$ cat src/rtl/frac_tick_pkg.sv
// Shared constants for the fractional tick prescaler: register offsets,
// settings bit positions, widths and reset values.
package frac_tick_pkg;
    localparam int REG_AW      = 8;
    localparam int DATA_W      = 32;
    localparam int COUNT_W     = 64;
    localparam int NUM_SRC     = 2;

    localparam logic [REG_AW-1:0] OFS_SETTINGS = 8'h00;
    localparam logic [REG_AW-1:0] OFS_PRESCALE = 8'h08;

    localparam int SRC_SEL_BIT = 8;
    localparam int STEP_BIT    = 9;

    localparam logic [DATA_W-1:0] SETTINGS_RST = '0;
    localparam logic [DATA_W-1:0] PRESCALE_RST = 32'h8000_0000;

    // Decoded view of the settings register used by the datapath.
    typedef struct packed {
        logic dbl_step;
        logic alt_src;
    } tick_cfg_t;
endpackage

$ cat src/rtl/tick_cfg_regs.sv
// Register file for the prescaler: settings and prescale registers
// behind a single-cycle write strobe and a combinational read port.
// Assumes one shared address for reads and writes; unmapped offsets
// read as zero and ignore writes.
module tick_cfg_regs
    import frac_tick_pkg::*;
#(
    parameter int AW = REG_AW,
    parameter int DW = DATA_W
) (
    input  logic          clk,
    input  logic          rst_n,
    input  logic          wr,
    input  logic [AW-1:0] addr,
    input  logic [DW-1:0] wdata,
    output logic [DW-1:0] rdata,
    output logic [DW-1:0] settings_q,
    output logic [DW-1:0] prescale_q,
    output logic          prescale_wr
);
    logic hit_settings;
    logic hit_prescale;

    // Decode the offset once for both ports.
    always_comb begin
        hit_settings = (addr == OFS_SETTINGS);
        hit_prescale = (addr == OFS_PRESCALE);
    end

    // Settings register storage.
    always_ff @(posedge clk) begin
        if (!rst_n)                 settings_q <= SETTINGS_RST;
        else if (wr && hit_settings) settings_q <= wdata;
    end

    // Prescale register storage.
    always_ff @(posedge clk) begin
        if (!rst_n)                 prescale_q <= PRESCALE_RST;
        else if (wr && hit_prescale) prescale_q <= wdata;
    end

    // Restart request to the accumulator on any prescale write.
    always_comb prescale_wr = wr && hit_prescale;

    // Read multiplexer; unmapped offsets return zero.
    always_comb begin
        rdata = '0;
        if (hit_settings)      rdata = settings_q;
        else if (hit_prescale) rdata = prescale_q;
    end
endmodule

$ cat src/rtl/tick_src_sel.sv
// Picks one of NUM enable sources by index. Assumes every source is
// already a single-cycle enable in this clock domain.
module tick_src_sel #(
    parameter int NUM = 2,
    localparam int SW = (NUM > 1) ? $clog2(NUM) : 1
) (
    input  logic [NUM-1:0] src_en,
    input  logic [SW-1:0]  sel,
    output logic           en_out
);
    logic [NUM-1:0] gated;

    // Gate each source with its own select match.
    for (genvar i = 0; i < NUM; i++) begin : g_gate
        always_comb gated[i] = src_en[i] && (sel == SW'(i));
    end

    // Merge the gated sources.
    always_comb en_out = |gated;
endmodule

$ cat src/rtl/tick_phase_acc.sv
// Fractional phase accumulator. Each enable adds one unit (2^(W-1)).
// A tick is issued when the sum reaches the prescale value, which is
// then subtracted. Zero disables ticking, and nonzero values below
// the unit saturate to one tick per enable. A restart clears the
// phase and takes priority over the update in the same cycle.
module tick_phase_acc #(
    parameter int W = 32,
    localparam int SUM_W = W + 1
) (
    input  logic         clk,
    input  logic         rst_n,
    input  logic         step_en,
    input  logic [W-1:0] prescale,
    input  logic         restart,
    output logic         hit,
    output logic         tick_q
);
    localparam logic [SUM_W-1:0] UNIT = SUM_W'(1) << (W - 1);

    logic [W-1:0]     phase_q;
    logic [W-1:0]     phase_d;
    logic [SUM_W-1:0] sum;
    logic [SUM_W-1:0] wide_p;
    logic [SUM_W-1:0] rem;

    // Next phase and the overflow decision.
    always_comb begin
        wide_p  = {1'b0, prescale};
        sum     = {1'b0, phase_q} + UNIT;
        rem     = sum - wide_p;
        hit     = 1'b0;
        phase_d = phase_q;
        if (step_en && (prescale != '0)) begin
            if (wide_p < UNIT) begin
                hit     = 1'b1;
                phase_d = '0;
            end else if (sum >= wide_p) begin
                hit     = 1'b1;
                phase_d = rem[W-1:0];
            end else begin
                phase_d = sum[W-1:0];
            end
        end
        if (restart) phase_d = '0;
    end

    // Phase register.
    always_ff @(posedge clk) begin
        if (!rst_n) phase_q <= '0;
        else        phase_q <= phase_d;
    end

    // Registered tick pulse.
    always_ff @(posedge clk) begin
        if (!rst_n) tick_q <= 1'b0;
        else        tick_q <= hit;
    end
endmodule

$ cat src/rtl/tick_timebase.sv
// Free-running timebase that advances by 1 or 2 on each tick.
// Assumes the advance request is the combinational tick decision,
// so the count changes on the same edge that raises the tick output.
module tick_timebase #(
    parameter int CW = 64
) (
    input  logic          clk,
    input  logic          rst_n,
    input  logic          adv,
    input  logic          dbl,
    output logic [CW-1:0] count_q
);
    logic [CW-1:0] incr;

    // Step size from the settings bit.
    always_comb incr = dbl ? CW'(2) : CW'(1);

    // Count register.
    always_ff @(posedge clk) begin
        if (!rst_n)   count_q <= '0;
        else if (adv) count_q <= count_q + incr;
    end
endmodule

$ cat src/rtl/frac_tick_prescaler.sv
// Top of the fractional tick prescaler. Connects the register file,
// the source selector, the phase accumulator and the timebase. Assumes
// both enable inputs are already synchronous to clk.
module frac_tick_prescaler
    import frac_tick_pkg::*;
(
    input  logic                 clk,
    input  logic                 rst_n,
    input  logic                 ref_en,
    input  logic                 alt_en,
    input  logic                 reg_wr,
    input  logic [REG_AW-1:0]    reg_addr,
    input  logic [DATA_W-1:0]    reg_wdata,
    output logic [DATA_W-1:0]    reg_rdata,
    output logic                 tick,
    output logic [COUNT_W-1:0]   count
);
    logic [DATA_W-1:0]  ctrl_q;
    logic [DATA_W-1:0]  presc_q;
    logic               presc_wr;
    tick_cfg_t          cfg;
    logic [NUM_SRC-1:0] srcs;
    logic               sel_en;
    logic               hit;

    // Decode the settings bits the datapath uses.
    always_comb begin
        cfg.alt_src  = ctrl_q[SRC_SEL_BIT];
        cfg.dbl_step = ctrl_q[STEP_BIT];
        srcs         = {alt_en, ref_en};
    end

    tick_cfg_regs #(.AW(REG_AW), .DW(DATA_W)) u_regs (
        .clk         (clk),
        .rst_n       (rst_n),
        .wr          (reg_wr),
        .addr        (reg_addr),
        .wdata       (reg_wdata),
        .rdata       (reg_rdata),
        .settings_q  (ctrl_q),
        .prescale_q  (presc_q),
        .prescale_wr (presc_wr)
    );

    tick_src_sel #(.NUM(NUM_SRC)) u_sel (
        .src_en (srcs),
        .sel    (cfg.alt_src),
        .en_out (sel_en)
    );

    tick_phase_acc #(.W(DATA_W)) u_acc (
        .clk      (clk),
        .rst_n    (rst_n),
        .step_en  (sel_en),
        .prescale (presc_q),
        .restart  (presc_wr),
        .hit      (hit),
        .tick_q   (tick)
    );

    tick_timebase #(.CW(COUNT_W)) u_tb (
        .clk     (clk),
        .rst_n   (rst_n),
        .adv     (hit),
        .dbl     (cfg.dbl_step),
        .count_q (count)
    );
endmodule

$ cat config.mk
export PLATFORM = sky130hd
export DESIGN_NAME = frac_tick_prescaler
export DESIGN_NICKNAME = d
export VERILOG_FILES = /design/src/rtl/frac_tick_pkg.sv /design/src/rtl/tick_cfg_regs.sv /design/src/rtl/tick_src_sel.sv /design/src/rtl/tick_phase_acc.sv /design/src/rtl/tick_timebase.sv /design/src/rtl/frac_tick_prescaler.sv
export SDC_FILE = /design/constraint.sdc
export NUM_CORES = 1
export LEC_CHECK = 0
export BUFFER_PORTS_ARGS = -buffer_cell sky130_fd_sc_hd__buf_2
export CORE_UTILIZATION = 43
export CTS_BUF_LIST = sky130_fd_sc_hd__clkbuf_4 sky130_fd_sc_hd__clkbuf_8
export CTS_CLUSTER_SIZE = 25
export DETAILED_ROUTE_END_ITERATION = 16
export MAX_ROUTING_LAYER = met4
export PLACE_DENSITY_LB_ADDON = 0.12
export SLEW_MARGIN = 20
export SYNTH_ARGS = -nofsm -noshare
export SYNTH_HDL_FRONTEND = slang
export SYNTH_SLANG_ARGS = --single-unit
export TNS_END_PERCENT = 50
$ cat constraint.sdc
create_clock -name clk -period 8.6 [get_ports clk]
set_clock_uncertainty 0.2 [all_clocks]
set_input_delay 1.72 -clock clk [delete_from_list [all_inputs] [get_ports clk]]
set_output_delay 1.72 -clock clk [all_outputs]
set_load 0.03 [all_outputs]
## Word level (Yosys, flattened, before mapping)

Cells that the tools add are included.

- Output and inout port bits: 97
- Input port bits: 45
- Logic and storage cells: 30
- Register bits after elaboration: 161

- Magnitude comparators: 2
- Reductions and logical operators: 9
- Muxes and demuxes: 8
- Equal/unequal tests: 1
- Add/subtract/negate cells: 3
- Bitwise logic cells: 2

Operator list:

| kind | count |
|---|---|
| 32-bit 2-to-1 mux | 4 |
| 64-bit adder | 1 |
| 32-bit by 32-bit adder with 33-bit output (second input constant) | 1 |
| 33-bit by 32-bit greater-or-equal comparator with 1-bit output | 1 |
| 32-bit < comparator (second input constant) | 1 |
| 32-bit nonzero test | 1 |
| 32-bit subtractor | 1 |
| 8-bit by 4-bit == test with 1-bit output (second input constant) | 1 |
| 8-bit logical NOT | 1 |
| 1-bit logical AND | 5 |
| 2-bit OR reduction | 2 |
| 1-bit 2-to-1 mux | 3 |
| 2-bit 2-to-1 mux | 1 |
| 1-bit inverter | 2 |

## Logic depth before layout (Yosys ltp)

Gate-level depths: netlist (run 1).

- Depth in word-level cells: 5
- Mapped depth: 13
- Gate-level depth less buffers: 12

## Hierarchy

A second synthesis (run 1) with hierarchy kept.

- Cells, all modules: 1082
- Area total of the unflattened synthesis: 9245.1 µm²

By module, submodules not included:

| module | cells each | sequential area each (µm²) | area each (µm²) | times used |
|---|---|---|---|---|
| tick_timebase | 380 | 1281.2 | 3210.6 | 1 |
| tick_phase_acc | 382 | 660.6 | 3064.2 | 1 |
| tick_cfg_regs | 319 | 1281.2 | 2955.3 | 1 |
| tick_src_sel | 1 | 0.0 | 15.0 | 1 |

## Worst setup path after synthesis (run 1)

OpenSTA, ideal clock, no wires.

- Path type: input to output
- From: input reg_addr[3]
- To: output reg_rdata[10]
- Cell stages on the path: 4
- Setup slack: 3.668 ns
- Arrival time: 3.012 ns
- Buffers on the path: 2
- Required time: 6.680 ns
- Path through: clkbuf_1 -> clkbuf_1 -> mux2i_1 -> nor2_1

- Word-level cells in the longest chain between the ends: 3
- Elaborated cells on any way between the ends: 4
- Classes of those cells: eq/ne (1); mux (2); reduce/logical (1)

RTL lines:

| what | line | text |
|---|---|---|
| start, declared | frac_tick_prescaler.sv:12 | `input logic [REG_AW-1:0] reg_addr,` |
| 8-bit by 4-bit == test with 1-bit output | tick_cfg_regs.sv:27 | `hit_prescale = (addr == OFS_PRESCALE);` |
| 32-bit 2-to-1 mux | tick_cfg_regs.sv:49 | `else if (hit_prescale) rdata = prescale_q;` |
| 32-bit 2-to-1 mux * | tick_cfg_regs.sv:48 | `if (hit_settings) rdata = settings_q;` |
| end, declared | frac_tick_prescaler.sv:14 | `output logic [DATA_W-1:0] reg_rdata,` |

Every way passes the cells marked *; elsewhere a longest branch is shown, timed or not.

## Worst setup path after layout (run 1)

- From: input reg_addr[3]
- To: output reg_rdata[2]

Same word-level chain as after synthesis.

==> impl_summary.txt, run 1 <==
----------------------------------------------------
[Floorplanning]
  Rows ... 53
  Die Outline Area ... 22500 um2
  Effective utilization at floorplan ... 44.3%
  Die outline width ... 150 um
  Boundary Pins ... 142
  Die Ht ... 150 um
  Std-Cell Core Area ... 21200 um2

[Place]
  Placed wire-length estimate after detailed placement ... 17400 um
  RD Place Congestion ... 0.876
  PortBufs ... 141
  Post-placement cell area ... 10100 um2

[Synth]
  Cell count after synthesis ... 1219
  Top cells by area in the synthesized netlist ... dfxtp_1 34%, a21oi_1 9.5%, nand2_1 7.7%
  Most frequent cell after synthesis ... nand2_1
  Post-Synthesis Cell Area ... 9400 um2
  Distinct cell type count after synthesis ... 65
  Share of synthesized area occupied by flip-flops and latches ... 34.3%
  Post-synthesis cell type with the largest combined area ... dfxtp_1
  Fraction of registers with async set/reset ... 0%
  Number of synthesized register bits ... 161
  Average cell area after synthesis ... 7.71 um2
  Number of enable flip-flop cells after synthesis ... 0
  Portion of synthesized cell area occupied by the leading cell type ... 34.3%
  Syn nets ... 1301
  Count of yosys warnings during synthesis ... 0
  Top_reg_cell synth ... dfxtp_1
  Synth cell count leaders ... 194 x nand2_1, 179 x a21oi_1, 161 x dfxtp_1, 62 x clkbuf_1, 62 x o31ai_1

[Detailed routing]
  DRC violations left ... 0
  Final WL ... 25400 um
  First-pass detailed-route iteration total ... 6
  DR iter-0 viols ... 500
  Remaining antenna violation count after routing ... 0
  Post-DR wirelength/cell ... 16.0 um
  Detailed-route via count ... 9071
  Detailed-route vias per instance ... 5.71

[Clocking]
  Clock input transition at the sequential cells of the worst setup and hold paths ... 0.09 ns
  CTS root buffer ... clkbuf_8
  Number of buffers inserted during clock tree synthesis ... 17
  Hold-fix buffers, CTS ... 0
  Number of H-tree levels ... 4
  Gates resized, CTS repair ... 0
  Worst skew pair latency ... 0.48 ns
  TritonCTS sink count ... 161
  Post-CTS Setup Inserts ... 0
  CTS tree ... done
  Clock buffer depth ... 2

[Power]
  Leakage ... 0.00405 uW
  Power density over the cells ... 351 nW/um2
  Maximum vdd ir drop ... 0.412 mV

[Run status]
  Status ... finished, final reports clean

[Critical path]
  Type of destination of the critical path ... output pin
  Setup slack on the worst flop-to-flop path ... 5.07 ns
  Worst-path maximum fanout ... 36
  Type of origin of the critical path ... input port
  Number of cells traversed by the worst register-to-register path ... 6
  WP data arrival ... 3.06 ns
  End of the worst register-to-register path ... u_tb.count_q[63]$_SDFFE_PN0P_
  Required arrival time at the worst endpoint ... 6.68 ns
  Worst R2R Start ... u_regs.prescale_q[24]$_SDFFE_PN0P_
  Class of the most critical setup path ... input port to output pin

[Worst hold path]
  Number of cells on the worst hold path ... 2
  Startpoint of the lowest-slack hold path ... u_regs.settings_q[7]$_SDFFE_PN0P_
  End point of the worst hold path ... u_regs.settings_q[7]$_SDFFE_PN0P_
  Worst hold path class ... flip-flop to flip-flop

[Global routing]
  Number of antenna violations at the first check in global routing ... 0
  Pin count of the biggest net entering global routing ... 123
  Combined global-route utilization of all metal layers ... 23.3%
  Vias in the first global route ... 8038
  Global-route wire length before repair ... 41000 um
  Remaining global-route overflow ... 0

[Finish]
  Count of antenna diodes in the layout ... 0
  Area of all placed cells without fillers ... 10500 um2
  Count of filler cells inserted in the layout ... 2176
  Area growth syn-to-layout ... 12.1%
  Number of nets at the end of the flow ... 1382
  Share of final-layout standard cells stronger than drive strength 1 ... 15.3%

[STA]
  Setup_tns ... 0 ns
  Count of endpoints failing setup in the final report ... 0
  Period utilization ... 57.9%
  RSZ-0062 raised after global routing ... false
  Fmax achieved ... 201 MHz
  Final Hold Fails ... 0
  Shortest period the worst path allows ... 4.98 ns
  Slew Viols, Final ... 0
  Worst slew margin ... 27.8%
  Transition time at the pin with the least slew margin ... 1.08 ns

[Flow run]
  Number of max-cap violations ... 0

----------------------------------------------------
cell type report:
| cell class | instances | area (um2) | share of cell area [%] |
|---|---|---|---|
| Timing Repair Buffer | 150 | 773 | 7.33 |
| Multi-Input combinational cell | 920 | 5620 | 53.3 |
| Inverter | 50 | 190 | 1.80 |
| Sequential cell | 161 | 3220 | 30.6 |
| Tap cell | 275 | 344 | 3.26 |
| Clock inverter | 14 | 144 | 1.36 |
| Clock buffer | 18 | 248 | 2.35 |
report_power, final:
part           switching, uW  leakage [uW]  internal (uW)
Combinational           1500       0.00255            772
Sequential              32.7       0.00130            808
Clock                    334      0.000200            247
Total                   1870       0.00405           1830
through the flow:
stage / setup slack, ns / utilization [%] / power, uW / hold WS (ns) / cells
3_5_place_dp: 3.35 / 47.8 / 3120 / 0.247 / 1556
3_3_place_gp: 3.43 / 47.8 / 3090 / 0.243 / 1556
5_1_grt: 3.48 / 49.7 / 3990 / 0.277 / 1588
6_report: 3.62 / 49.7 / 3700 / 0.259 / 1588
2_1_floorplan: 3.67 / - / 2790 / 0.236 / 1219
4_1_cts: 3.35 / 49.7 / 3700 / 0.260 / 1588
worst max-delay path: stages:
cell     delay (ns)
buf_2          0.77
mux2i_1        0.30
nor2_1         0.05
buf_2          0.20
worst max-delay path by stage:
stage                 from       endpoint  slack [ns]
6_report       reg_addr[3]   reg_rdata[2]        3.62
5_1_grt        reg_addr[6]  reg_rdata[23]        3.48
4_1_cts        reg_addr[6]  reg_rdata[16]        3.35
3_5_place_dp   reg_addr[6]  reg_rdata[16]        3.35
3_3_place_gp   reg_addr[6]  reg_rdata[17]        3.43
2_1_floorplan  reg_addr[3]  reg_rdata[10]        3.67
flip-flops by register name (all words and copies together) (netlist names):
register / cells
u_acc.phase_q: 32
u_acc.tick_q: 1
u_regs.prescale_q: 32
u_regs.settings_q: 32
u_tb.count_q: 64
cells by family (layout without fill, tap and decap cells):
logic type	count (synthesis)	after routing	synth area share (%)
simple gates	470	470	25.3
compound gates	354	354	23.2
flops	161	161	34.3
buf+inv	138	232	6.20
fa+ha+maj	37	37	5.08
mux	34	34	3.62
xor+xnor	25	25	2.33
cells in the final DEF, fill, tap and decap left out, types with 6 or more instances in the layout:
master	instances
buf_2	141
inv_6	7
xor2_1	8
or4_1	61
buf_4	9
nor3_1	14
o31ai_1	62
clkbuf_8	18
nand3_1	44
inv_1	49
nor2_1	55
and3_1	18
a22o_1	11
xnor2_1	17
nor2b_1	6
mux2i_1	34
o21ai_0	38
nor4_1	13
a21o_1	17
and2_1	8
dfxtp_1	161
nand4_1	30
a21oi_1	178
ha_1	35
nand2b_1	8
nand2_1	193
routing by layer:
metal | track usage (%) | wire length (um) | up-vias
met1 | 32.2 | 12500 | 4254
met3 | 3.32 | 947 | 26
li1 | - | - | 4608
met2 | 35.0 | 11500 | 183
met4 | 7.22 | 397 | 0
met5 | - | 0 | -
Power figures use the tool's default switching activity.
==> run 2: changes to the inputs <==
- ABC_AREA: unset -> 1
- clock period: 8.6 -> 4.3 ns (I/O delays scaled with it)
==> run 2 against run 1 <==
Against the previous run:
- design area increased by 11%
- clock-buffer cell count did not move
- synthesized cell count grew 36%
- via count grew 19%
- first-iteration DRC count rose by 43%
- highest routed layer unchanged
==> impl_summary.txt, run 2 <==
----------------------------------------------------
[Critical path]
  Setup slack on the worst flop-to-flop path ... 0.96 ns (-4.11 ns)
  Class of the most critical setup path ... input port to output pin
  CP bufs+invs ... 3 (+1)
  Slowest stage delay, CP ... 0.38 ns (-0.39 ns)
  Critical-path top delay cell ... nand3_1
  Number of cells traversed by the worst register-to-register path ... 14 (+8)
  Critical path, cell by cell ... buf_2 > nor3_1 > nand3_1 > buf_4 > o21ai_0 > buf_2
  WP data arrival ... 2.33 ns (-0.73 ns)
  Type of origin of the critical path ... input port
  Type of destination of the critical path ... output pin
  Worst R2R Start ... u_regs.settings_q[9]$_SDFFE_PN0P_
  Top Family by Delay on Critical Path ... buffers and inverters
  Cell type with the highest occurrence count on the critical path ... buf_2
  Required arrival time at the worst endpoint ... 3.24 ns (-3.44 ns)
  End of the worst register-to-register path ... u_tb.count_q[58]$_SDFFE_PN0P_
  Worst-path maximum fanout ... 19 (-47%)

[Power]
  Switching power summed over all nets ... 4620 uW (+150%)
  Power share of the sequential group ... 20.0% (-2.7 points)
  Power density over the cells ... 711 nW/um2 (+100%)
  Internal power contribution ... 3730 uW (+100%)
  Combinational fraction of design power ... 65.5% (+4.0 points)
  Switching part of the total ... 55.3% (+4.8 points)
  Maximum vdd ir drop ... 0.775 mV (+88%)
  Leakage ... 0.00527 uW (+30%)
  Clock power share ... 14.5% (-1.2 points)

[Clocking]
  Clock input transition at the sequential cells of the worst setup and hold paths ... 0.09 ns (about the same)
  Number of buffers inserted during clock tree synthesis ... 17 (unchanged)
  Hold-fix buffers, CTS ... 0 (unchanged)
  CTS tree ... done
  Post-CTS Setup Inserts ... 0 (unchanged)
  Gates resized, CTS repair ... 0 (unchanged)
  TritonCTS sink count ... 161 (unchanged)
  Number of H-tree levels ... 4 (unchanged)
  Clock buffer depth ... 2 (unchanged)
  CTS root buffer ... clkbuf_8
  Worst skew pair latency ... 0.48 ns (about the same)

[Finish]
  Area of the multi-input gates ... 6250 um2 (+11%)
  Sequential cell area ... 3220 um2 (unchanged)
  Number of nets at the end of the flow ... 1856 (+34%)
  Area growth syn-to-layout ... 12.9%
  Count of antenna diodes in the layout ... 0 (unchanged)
  Top reg by flops ... u_tb.count_q
  Largest register FFs ... 64 (unchanged)
  Top library cells by usage in the layout, fill and taps aside ... 461 x nand2_1, 201 x nor2_1, 166 x inv_1
  Most common cell after layout, fill and taps aside ... nand2_1
  Count of filler cells inserted in the layout ... 2562 (+18%)
  Area of all placed cells without fillers ... 11800 um2 (+11%)
  Non-Filler Instances ... 2106 (+33%)
  Share of final-layout standard cells stronger than drive strength 1 ... 11.8% (-3.6 points)

[STA]
  Worst slew margin ... 41.2% (+13 points)
  Count of endpoints failing setup in the final report ... 0 (unchanged)
  Period utilization ... 78.9%
  Transition time at the pin with the least slew margin ... 0.875 ns (-0.208 ns)
  Final Hold Fails ... 0 (unchanged)
  Shortest period the worst path allows ... 3.39 ns
  RSZ-0062 raised after global routing ... false
  Fmax achieved ... 295 MHz
  Slew Viols, Final ... 0 (unchanged)
  Worst hold margin ... 0.271 ns (+0.0118 ns)
  Setup_tns ... 0 ns (unchanged)

[Detailed routing]
  Final WL ... 34100 um (+34%)
  DR iter-0 viols ... 716 (+43%)
  First-pass detailed-route iteration total ... 5 (-1)
  Detailed-route vias per instance ... 5.14 (-10%)
  Post-DR wirelength/cell ... 16.2 um (+1.2%)
  DRC violations left ... 0 (unchanged)
  Remaining antenna violation count after routing ... 0 (unchanged)
  Detailed-route via count ... 10800 (+19%)

[Global routing]
  Remaining global-route overflow ... 0 (unchanged)
  Vias in the first global route ... 10300 (+28%)
  Combined global-route utilization of all metal layers ... 29.2% (+5.8 points)
  Global-route wire length before repair ... 54500 um (+33%)
  Number of antenna violations at the first check in global routing ... 0 (unchanged)
  Pin count of the biggest net entering global routing ... 64 (-48%)

[Synth]
  Distinct cell type count after synthesis ... 42 (-35%)
  Most frequent cell after synthesis ... nand2_1
  Adder and majority gate portion of the synthesized area ... 4.59% (-0.49 points)
  Combinational family with the most area after synthesis ... simple AND/OR/NAND/NOR gates
  Cell count after synthesis ... 1661 (+36%)
  Post-Synthesis Cell Area ... 10400 um2 (+11%)
  Number of synthesized register bits ... 161 (unchanged)
  Synth cell count leaders ... 461 x nand2_1, 204 x nor2_1, 167 x inv_1, 161 x dfxtp_1, 150 x a21oi_1
  Top_reg_cell synth ... dfxtp_1
  Fraction of registers with async set/reset ... 0% (unchanged)
  Multiplexer share of the synthesized area ... 0.0962% (-3.5 points)
  Number of enable flip-flop cells after synthesis ... 0 (unchanged)
  Count of yosys warnings during synthesis ... 0 (unchanged)
  Average cell area after synthesis ... 6.27 um2 (-19%)
  Simple logic cell fraction of the synthesized area ... 36.2% (+11 points)
  Share of synthesized area occupied by flip-flops and latches ... 31.0% (-3.3 points)
  Post-synthesis cell type with the largest combined area ... dfxtp_1
  Syn nets ... 1743 (+34%)
  Top cells by area in the synthesized netlist ... dfxtp_1 31%, nand2_1 17%, nor2_1 7.4%
  Compound-gate portion of the synthesized area ... 13.4% (-9.8 points)
  Post-synthesis xor/xnor area fraction ... 5.64% (+3.3 points)
  Portion of synthesized cell area occupied by the leading cell type ... 31.0% (-3.3 points)

[Floorplanning]
  Boundary Pins ... 142 (unchanged)
  Effective utilization at floorplan ... 44.1% (-0.23 points)
  Die Ht ... 158 um (+5.1%)
  Die Outline Area ... 24800 um2 (+11%)
  Die outline width ... 158 um (+5.1%)
  Rows ... 56 (+5.7%)
  Std-Cell Core Area ... 23600 um2 (+11%)

[Place]
  RD Place Congestion ... 0.940 (+7.2%)
  Placed wire-length estimate after detailed placement ... 25800 um (+49%)
  Post-placement cell area ... 11300 um2 (+12%)
  Post-placement cell count ... 2074 (+33%)
  PortBufs ... 141 (unchanged)

[Flow run]
  Number of max-cap violations ... 0 (unchanged)

[Worst hold path]
  Worst hold path class ... flip-flop to flip-flop
  End point of the worst hold path ... u_acc.phase_q[0]$_SDFFE_PP0P_
  Startpoint of the lowest-slack hold path ... u_acc.phase_q[0]$_SDFFE_PP0P_
  Number of cells on the worst hold path ... 2 (unchanged)

[Run status]
  Status ... finished, final reports clean

----------------------------------------------------
[run 2: changes by cell type after synthesis, sizes merged, moves of 61 or more]
cell,delta
inv,+122
nand2,+269
nand3,+79
nor2,+152
o21ai,+61
o31ai,-62
or4,-61
[run 2: cell type report]
| cell class | count | share of cell area, % |
|---|---|---|
| multi-input cells | 1265 | 53.2 |
| flip-flops and latches | 161 | 27.4 |
| repair buffers | 155 | 6.90 |
| inverters | 174 | 5.58 |
| well taps | 319 | 3.39 |
| clock buffers | 18 | 2.05 |
| clock inverters | 14 | 1.48 |
[run 2: worst max-delay path by stage]
stage / start / endpoint / slack (ns) / depth (start not counted)
final: reg_addr[1] / reg_rdata[30] / 0.91 / 6
after global routing: reg_addr[7] / reg_rdata[30] / 0.71 / 8
after CTS: reg_addr[5] / reg_rdata[18] / 0.92 / 8
after detailed placement: reg_addr[5] / reg_rdata[30] / 0.92 / 8
after global placement: reg_addr[5] / reg_rdata[30] / 0.93 / 8
after floorplan: reg_addr[1] / reg_rdata[22] / 1.16 / 4
[run 2: worst reg2reg max path, stage by stage (launching register included)]
cell and delay [ns]:
dfxtp_1 0.32, inv_1 0.16, ha_1 0.23, inv_1 0.08
fa_1 0.45, inv_1 0.12, nand3_2 0.16, nor2_4 0.25
nand2_1 0.19, nor2_1 0.38, nand2_1 0.18, nor2_1 0.17
xor2_1 0.16, nand3_1 0.08, a21oi_1 0.15
[run 2: layer usage]
metal	GRT usage [%]	share of wire [%]	up-vias
met3	3.50	3.3	56
li1	-	-	5591
met4	10.7	3.1	0
met2	51.0	49	251
met1	34.3	44	4918
met5	-	0	-
[run 2: cells by family (layout without fill, tap and decap cells)]
kind of cell,Yosys count,after routing
and+or+nand+nor,890,890
AOI/OAI and AO/OA,270,270
buffers and inverters,235,361
DFF,161,161
xor gates and xnor gates,67,67
adders and majority gates,37,37
muxes,1,1
[run 2: power by group through the flow]
stage / combinational (uW) / clock (uW) / sequential [uW]
3_3_place_gp: 5450 / 0 / 1710
2_1_floorplan: 4170 / 0 / 1720
5_1_grt: 6170 / 1300 / 1690
3_5_place_dp: 5450 / 0 / 1710
6_report: 5470 / 1210 / 1670
4_1_cts: 5470 / 1240 / 1670
[run 2: metrics by stage]
step	power (uW)	setup WS (ns)	utilization, %
after floorplan	5890	1.16	-
after global placement	7160	0.934	48.0
after detailed placement	7150	0.922	48.0
after CTS	8390	0.920	49.8
after global routing	9160	0.706	49.8
final	8350	0.907	49.8
